==> config.mk <==
export PLATFORM = sky130hd
export DESIGN_NAME = spi_xfer_master
export DESIGN_NICKNAME = d
export VERILOG_FILES = /design/src/rtl/spi_xfer_pkg.sv /design/src/rtl/spi_xfer_clamp.sv /design/src/rtl/spi_xfer_bitsel.sv /design/src/rtl/spi_xfer_timer.sv /design/src/rtl/spi_xfer_rxasm.sv /design/src/rtl/spi_xfer_master.sv
export SDC_FILE = /design/constraint.sdc
export NUM_CORES = 1
export LEC_CHECK = 0
export CAP_MARGIN = 20
export CORE_ASPECT_RATIO = 0.9
export CORE_MARGIN = 5
export CORE_UTILIZATION = 30
export DETAILED_ROUTE_END_ITERATION = 12
export DONT_BUFFER_PORTS = 1
export HOLD_SLACK_MARGIN = 0.08
export PLACE_DENSITY = 0.44
export SETUP_SLACK_MARGIN = 0.05
export SYNTH_ARGS = -nofsm -noshare
export SYNTH_HDL_FRONTEND = slang
export SYNTH_SLANG_ARGS = --single-unit
==> constraint.sdc <==
create_clock -name clk -period 3.9 [get_ports clk]
set_clock_uncertainty 0.2 [all_clocks]
set_input_delay 0.585 -clock clk [delete_from_list [all_inputs] [get_ports clk]]
set_output_delay 0.585 -clock clk [all_outputs]
set_load 0.01 [all_outputs]
==> src/rtl/spi_xfer_pkg.sv <==
package spi_xfer_pkg;
  typedef enum logic [1:0] {
    XS_IDLE = 2'd0,
    XS_RUN  = 2'd1,
    XS_FIN  = 2'd2
  } xfer_state_e;
endpackage

==> src/rtl/spi_xfer_clamp.sv <==
module spi_xfer_clamp #(
  parameter int W  = 8,
  parameter int LO = 0,
  parameter int HI = 255
) (
  input  logic [W-1:0] raw,
  output logic [W-1:0] lim
);
  always_comb begin
    if (raw < W'(LO))      lim = W'(LO);
    else if (raw > W'(HI)) lim = W'(HI);
    else                   lim = raw;
  end
endmodule

==> src/rtl/spi_xfer_bitsel.sv <==
// Maps the ordinal of a bit on the wire to its position in the word.
module spi_xfer_bitsel #(
  parameter int LEN_W = 5,
  parameter int BIT_W = 4
) (
  input  logic             lsb_first,
  input  logic [LEN_W-1:0] len,
  input  logic [BIT_W-1:0] ord,
  output logic [BIT_W-1:0] pos
);
  logic [LEN_W-1:0] rev;
  assign rev = len - LEN_W'(1) - LEN_W'(ord);
  assign pos = lsb_first ? ord : BIT_W'(rev);
endmodule

==> src/rtl/spi_xfer_timer.sv <==
// Counts system cycles to each serial clock edge and numbers the edges.
module spi_xfer_timer #(
  parameter int HALF_W = 8,
  parameter int CNT_W  = 8,
  parameter int IDX_W  = 5,
  parameter int LEAD   = 4
) (
  input  logic              clk,
  input  logic              rst_n,
  input  logic              start,
  input  logic              cpha,
  input  logic [HALF_W-1:0] half,
  input  logic [IDX_W-1:0]  last_idx,
  output logic              fire,
  output logic              final_edge,
  output logic [IDX_W-1:0]  edge_idx
);
  localparam logic [CNT_W-1:0] LEAD_M1 = CNT_W'(LEAD - 1);

  logic             run_q;
  logic [CNT_W-1:0] cnt_q;
  logic [IDX_W-1:0] idx_q;

  assign fire       = run_q && (cnt_q == '0);
  assign final_edge = fire && (idx_q == last_idx);
  assign edge_idx   = idx_q;

  always_ff @(posedge clk or negedge rst_n) begin
    if (!rst_n) begin
      run_q <= 1'b0;
      cnt_q <= '0;
      idx_q <= '0;
    end else if (start) begin
      run_q <= 1'b1;
      idx_q <= '0;
      cnt_q <= cpha ? (CNT_W'(half) + LEAD_M1) : LEAD_M1;
    end else if (fire) begin
      cnt_q <= CNT_W'(half) - CNT_W'(1);
      idx_q <= idx_q + IDX_W'(1);
      if (final_edge) run_q <= 1'b0;
    end else if (run_q) begin
      cnt_q <= cnt_q - CNT_W'(1);
    end
  end
endmodule

==> src/rtl/spi_xfer_rxasm.sv <==
// Collects received bits at computed positions into a right-aligned word.
module spi_xfer_rxasm #(
  parameter int W     = 16,
  parameter int BIT_W = 4
) (
  input  logic             clk,
  input  logic             rst_n,
  input  logic             clear,
  input  logic             cap,
  input  logic [BIT_W-1:0] pos,
  input  logic             din,
  output logic [W-1:0]     word
);
  for (genvar i = 0; i < W; i++) begin : g_bit
    always_ff @(posedge clk or negedge rst_n) begin
      if (!rst_n)                            word[i] <= 1'b0;
      else if (clear)                        word[i] <= 1'b0;
      else if (cap && (pos == BIT_W'(i)))    word[i] <= din;
    end
  end
endmodule

==> src/rtl/spi_xfer_master.sv <==
module spi_xfer_master #(
  parameter int MAX_LEN  = 16,
  parameter int MIN_LEN  = 2,
  parameter int MIN_HALF = 4,
  parameter int MAX_HALF = 128,
  parameter int LEAD     = 4,
  localparam int LEN_W   = $clog2(MAX_LEN + 1),
  localparam int HALF_W  = $clog2(MAX_HALF + 1)
) (
  input  logic               clk,
  input  logic               rst_n,
  input  logic               cfg_cpol,
  input  logic               cfg_cpha,
  input  logic               cfg_lsb_first,
  input  logic [LEN_W-1:0]   cfg_len,
  input  logic [HALF_W-1:0]  cfg_half,
  input  logic               wr_en,
  input  logic [MAX_LEN-1:0] wr_data,
  output logic               busy,
  output logic               done,
  output logic [MAX_LEN-1:0] rx_data,
  output logic               overrun,
  output logic               sclk,
  output logic               mosi,
  input  logic               miso
);
  import spi_xfer_pkg::*;

  localparam int CNT_W = $clog2(MAX_HALF + LEAD + 1);
  localparam int IDX_W = $clog2(2 * MAX_LEN);
  localparam int BIT_W = $clog2(MAX_LEN);

  xfer_state_e state_q;

  logic [LEN_W-1:0]   len_c, len_q;
  logic [HALF_W-1:0]  half_c, half_q, half_sel;
  logic               cpha_q, lsb_q;
  logic [MAX_LEN-1:0] word_q;
  logic               accept;

  logic               fire, final_edge;
  logic [IDX_W-1:0]   edge_idx, last_idx;
  logic [LEN_W:0]     two_len;

  logic               rx_role, tx_role;
  logic [IDX_W:0]     tx_ord_full;
  logic               tx_in_range;
  logic [BIT_W-1:0]   ord_tx, ord_rx, pos_tx, pos_rx, pos_first;
  logic [MAX_LEN-1:0] asm_word;

  logic               sclk_q, mosi_q, done_q, ovr_q;
  logic [MAX_LEN-1:0] rx_q;

  spi_xfer_clamp #(.W(LEN_W), .LO(MIN_LEN), .HI(MAX_LEN)) u_len_lim (
    .raw(cfg_len), .lim(len_c)
  );

  spi_xfer_clamp #(.W(HALF_W), .LO(MIN_HALF), .HI(MAX_HALF)) u_half_lim (
    .raw(cfg_half), .lim(half_c)
  );

  assign accept   = wr_en && (state_q == XS_IDLE);
  assign half_sel = accept ? half_c : half_q;
  assign two_len  = {len_q, 1'b0};
  assign last_idx = IDX_W'(two_len - (LEN_W + 1)'(1));

  spi_xfer_timer #(
    .HALF_W(HALF_W), .CNT_W(CNT_W), .IDX_W(IDX_W), .LEAD(LEAD)
  ) u_timer (
    .clk(clk), .rst_n(rst_n), .start(accept), .cpha(cfg_cpha),
    .half(half_sel), .last_idx(last_idx), .fire(fire),
    .final_edge(final_edge), .edge_idx(edge_idx)
  );

  // Even-numbered edges are leading edges. Phase 0 samples on them, phase 1 shifts on them.
  assign rx_role     = fire && (edge_idx[0] == cpha_q);
  assign tx_role     = fire && !rx_role;
  assign tx_ord_full = ({1'b0, edge_idx} + (IDX_W + 1)'(!cpha_q)) >> 1;
  assign tx_in_range = tx_ord_full < (IDX_W + 1)'(len_q);
  assign ord_tx      = BIT_W'(tx_ord_full);
  assign ord_rx      = BIT_W'(edge_idx >> 1);

  spi_xfer_bitsel #(.LEN_W(LEN_W), .BIT_W(BIT_W)) u_pos_first (
    .lsb_first(cfg_lsb_first), .len(len_c), .ord('0), .pos(pos_first)
  );

  spi_xfer_bitsel #(.LEN_W(LEN_W), .BIT_W(BIT_W)) u_pos_tx (
    .lsb_first(lsb_q), .len(len_q), .ord(ord_tx), .pos(pos_tx)
  );

  spi_xfer_bitsel #(.LEN_W(LEN_W), .BIT_W(BIT_W)) u_pos_rx (
    .lsb_first(lsb_q), .len(len_q), .ord(ord_rx), .pos(pos_rx)
  );

  spi_xfer_rxasm #(.W(MAX_LEN), .BIT_W(BIT_W)) u_rxasm (
    .clk(clk), .rst_n(rst_n), .clear(accept), .cap(rx_role),
    .pos(pos_rx), .din(miso), .word(asm_word)
  );

  always_ff @(posedge clk or negedge rst_n) begin
    if (!rst_n) begin
      len_q  <= LEN_W'(MIN_LEN);
      half_q <= HALF_W'(MIN_HALF);
      cpha_q <= 1'b0;
      lsb_q  <= 1'b0;
      word_q <= '0;
    end else if (accept) begin
      len_q  <= len_c;
      half_q <= half_c;
      cpha_q <= cfg_cpha;
      lsb_q  <= cfg_lsb_first;
      word_q <= wr_data;
    end
  end

  always_ff @(posedge clk or negedge rst_n) begin
    if (!rst_n) begin
      state_q <= XS_IDLE;
    end else begin
      case (state_q)
        XS_IDLE: if (accept) state_q <= XS_RUN;
        XS_RUN:  if (final_edge) state_q <= XS_FIN;
        default: state_q <= XS_IDLE;
      endcase
    end
  end

  always_ff @(posedge clk or negedge rst_n) begin
    if (!rst_n) begin
      sclk_q <= 1'b0;
      mosi_q <= 1'b0;
      done_q <= 1'b0;
      ovr_q  <= 1'b0;
      rx_q   <= '0;
    end else begin
      if (state_q == XS_IDLE) sclk_q <= cfg_cpol;
      else if (fire)          sclk_q <= ~sclk_q;

      if (accept)                          mosi_q <= wr_data[pos_first];
      else if (tx_role && tx_in_range)     mosi_q <= word_q[pos_tx];

      done_q <= (state_q == XS_FIN);
      if (state_q == XS_FIN) rx_q <= asm_word;

      if (wr_en && (state_q != XS_IDLE)) ovr_q <= 1'b1;
    end
  end

  assign busy    = (state_q != XS_IDLE);
  assign done    = done_q;
  assign rx_data = rx_q;
  assign overrun = ovr_q;
  assign sclk    = sclk_q;
  assign mosi    = mosi_q;
endmodule

==> impl_results.md <==
* Crit path max fanout at 8
* Worst path most repeated cell: ha_1
* Status: finished clean
* FP Rows at 44
* Final nets at 589
* Internal at 2.10 mW
* Lkg Pwr at roughly 2.4 nW
* Switch share at 35.3%
* Crit path required time at between 3 and 4 ns
* Most used DFF post-synth: dfrtp_1
* Worst Setup Start Kind: flip-flop
* Dpl hpwl at 9.12 mm
* Num CTS Buffers at 9
* Mean Syn Cell Area at between 9 and 10 um2
* Synth Net Count at just under 600
* Die W at between 100 and 150 um
* Worst-Margin Slew at about 0.81 ns
* Die area at between 15000 and 20000 um2
* Post-synthesis sequential area ratio at between 40% and 50%
* Routed len/inst at 16.7 um
* Post-route minimum period at roughly 3.6 ns
* Critical Path End Type: flip-flop
* Number of synthesis warnings at 0
* Async SR Flop Fraction at 100%
* CTS root buffer: clkbuf_16
* Final Util at between 30% and 40%
* CTS clk-pin slew, worst paths at ~0.060 ns
* Syn Std Cell Area at 4930 um2
* Finished Layout Cells at around 750
* Sw Pwr at between 1 and 1.5 mW
* Sum Neg Setup Slack at 0 ns
* Yosys reg bits at between 80 and 90
* EDFF count, synth at 0
* Power share of the clock group at approximately 29%
* Post-Place Cells at 725
* # clock sinks at 83
* Post-synthesis cell type count at 66
* Area grow syn2layout at 11.9%
* Port bufs at 0
* DIE HEIGHT at about 130 um
* Initial antenna violation count at 0
* Layout cells sized above 1 at between 10% and 20%
* Post-Syn Instances at between 500 and 600
* # IOs at 57
* Worst path arrival time at ~3.6 ns
* First-pass GRT wire length at approximately 20 mm
* DRT Wirelength at approximately 12 mm
* DRC violations left at 0
* # Max-Cap Violations at 0
* Worst-case clock buffer depth at 2
* Total GRT Usage at a little over an eighth
* Core area at about 16000 um2
* CP peak stage delay at between 0.5 and 0.6 ns
* Post-DRT Antenna Nets at 0
* CP cell instances: inv_1, ha_1, xor2_1, ha_1, nand3b_1, a211oi_4, or4_4, a21oi_1, o32a_1, o32ai_1, mux2i_1, o31ai_2
* Fillers at between 1500 and 2000
* R2R Setup Slk at 0.35 ns
* H-tree levels at 3
* Clock network latency to the later pin of the worst-skew pair at approximately 0.35 ns
* Fmax at 281 MHz
* Final Slew Violations at 0
* Routed vias at ~3900
* Vias in the first global route at about 3800
* Slowest CP cell: dfstp_2
* GR Overflow Total at 0
* Starting Density at 30.6%
* # diodes at 0
* Critical path type: flip-flop to flip-flop
* Final hold violations at 0
* P per Cell Area at 588 nW/um2
* Endpoints failing setup at 0
* Initial detailed-routing violation count at ~170
* Type of the tightest min-delay check: input pin to flip-flop
* RePlAce Congestion at about 0.85
* TritonRoute pass-1 iters at 4
* RSZ-0062 raised after global routing: false
* Period utilization at between 90% and 100%
* DR vias/cell at 5.18
* Slew margin rel. at approximately 46%
* Largest net degree at the start of global routing at 84
* Combinational fraction of design power at ~35%
* Sequential power share at a little over a third
* IR drop worst, VDD at 0.325 mV
* CTS tree: done
power groups by stage:
stage	registers, mW	clock network [mW]	logic, mW
floorplan	1.11	0	0.916
global placement	1.18	0	1.03
detailed placement	1.18	0	1.05
CTS	1.17	0.988	1.07
global route	1.19	1.02	1.28
finish	1.17	0.953	1.12
registers in the layout (all words and copies together) (netlist names):
signal	flops
u_rxasm.word	16
state_q	2
half_q	8
cpha_q	1
overrun	1
u_timer.edge_idx	5
rx_data	16
mosi	1
sclk	1
lsb_q	1
u_timer.cnt_q	8
done	1
u_timer.run_q	1
word_q	16
len_q	5
placed cells by master (no fill, tap or decap), types with 3 or more instances in the layout:
cell	synthesis	routed
a21oi_1	41	40
a2bb2oi_1	4	4
a41oi_1	3	3
buf_4	2	8
clkbuf_16	0	9
dfrtp_1	81	80
ha_1	18	18
inv_1	25	25
inv_2	3	3
mux2_1	3	3
mux2_2	23	23
mux2i_1	12	12
nand2_1	87	87
nand2b_1	4	4
nand3_1	27	27
nand3b_1	4	4
nand4_1	8	8
nor2_1	33	33
nor2b_1	4	4
nor3_1	6	6
nor3b_1	3	3
o21a_1	3	3
o21ai_0	24	24
o21ai_1	14	14
o22ai_1	5	5
o31ai_1	5	5
o32a_1	4	4
o32ai_1	3	3
or3_1	4	4
xnor2_1	13	11
xor2_1	7	7
what timing repair did:
item	in CTS	in global routing
gates resized for setup	0	7
endpoints found under the setup margin	0	1
hold buffers	2	0
buffers inserted	0	2
hold endpoints to repair	83	0
cell type report:
class,count,area (um2),area share [%]
multi-input combinational,401,2640,47.8
clock buffer,11,253,4.58
clock inverter,5,85.1,1.54
timing repair buffer,10,97.6,1.77
inverter,28,105,1.90
tap,207,259,4.69
sequential,83,2080,37.7
cell usage after synthesis (4+ instances only):
cell type | n | area share, %
nand4_1 | 8 | 1.0
a21oi_1 | 41 | 4.2
or3_1 | 4 | 0.51
o22ai_1 | 5 | 0.63
nand2_1 | 87 | 6.6
a2bb2oi_1 | 4 | 0.71
o32a_1 | 4 | 0.81
ha_1 | 18 | 4.6
nor3_1 | 6 | 0.61
o21ai_0 | 24 | 2.4
nor2b_1 | 4 | 0.51
clkbuf_1 | 13 | 0.99
nor2_1 | 33 | 2.5
xnor2_1 | 13 | 2.3
mux2_2 | 23 | 5.2
inv_1 | 25 | 1.9
dfrtp_1 | 81 | 41
nand3_1 | 27 | 2.7
xor2_1 | 7 | 1.2
mux2i_1 | 12 | 2.4
o31ai_1 | 5 | 0.76
o21ai_1 | 14 | 1.4
nand3b_1 | 4 | 0.61
nand2b_1 | 4 | 0.51
per-stage QoR:
stage	hold slack [ns]	total power, mW	worst slack, ns	instance area, um2
floorplan	0.0894	2.03	0.632	4930
global placement	0.0940	2.21	0.449	5090
detailed placement	0.0932	2.23	0.280	5090
CTS	0.117	3.23	0.229	5470
global route	0.115	3.49	0.0702	5520
finish	0.130	3.25	0.347	5520
kinds of logic (layout without fill, tap and decap cells):
kind of cell	after synthesis	in the layout	share of synthesized area, %
XOR/XNOR	20	20	3.55
AND/OR/NAND/NOR	196	196	18.8
multiplexers	38	38	8.37
flip-flops	83	83	42.1
buffers and inverters	53	54	5.17
adder cells (fa/ha/maj)	20	20	5.38
AO/OA/AOI/OAI	127	127	16.6
final timing paths:
kind	cells past startpoint	endpoint	startpoint
max	12	mosi	len_q[1]
min	1	u_timer.cnt_q[1]	cfg_cpha
max reg2reg	12	mosi	len_q[1]
min reg2reg	2	word_q[6]	word_q[6]
max in group asynchronous	2	len_q[1]	rst_n
min in group asynchronous	2	rx_data[6]	rst_n
per-layer routing:
| layer | global-route usage (%) | routed length, um | up-vias |
|---|---|---|---|
| met4 | 3.52 | 141 | 0 |
| met2 | 20.4 | 5720 | 86 |
| met5 | 0 | 0 | - |
| met3 | 5.37 | 896 | 11 |
| met1 | 17.0 | 5680 | 1872 |
| li1 | - | - | 1888 |
worst max-delay path: cells and delay by family, from the launching register on:
| kind | cells | cell delay [ns] |
|---|---|---|
| AO/OA/AOI/OAI | 5 | 1.36 |
| multiplexers | 1 | 0.13 |
| adder cells (fa/ha/maj) | 2 | 0.56 |
| flip-flops | 1 | 0.56 |
| XOR/XNOR | 1 | 0.17 |
| buffers and inverters | 1 | 0.06 |
| AND/OR/NAND/NOR | 2 | 0.41 |
No activity file was read; power rests on OpenSTA's default activity.
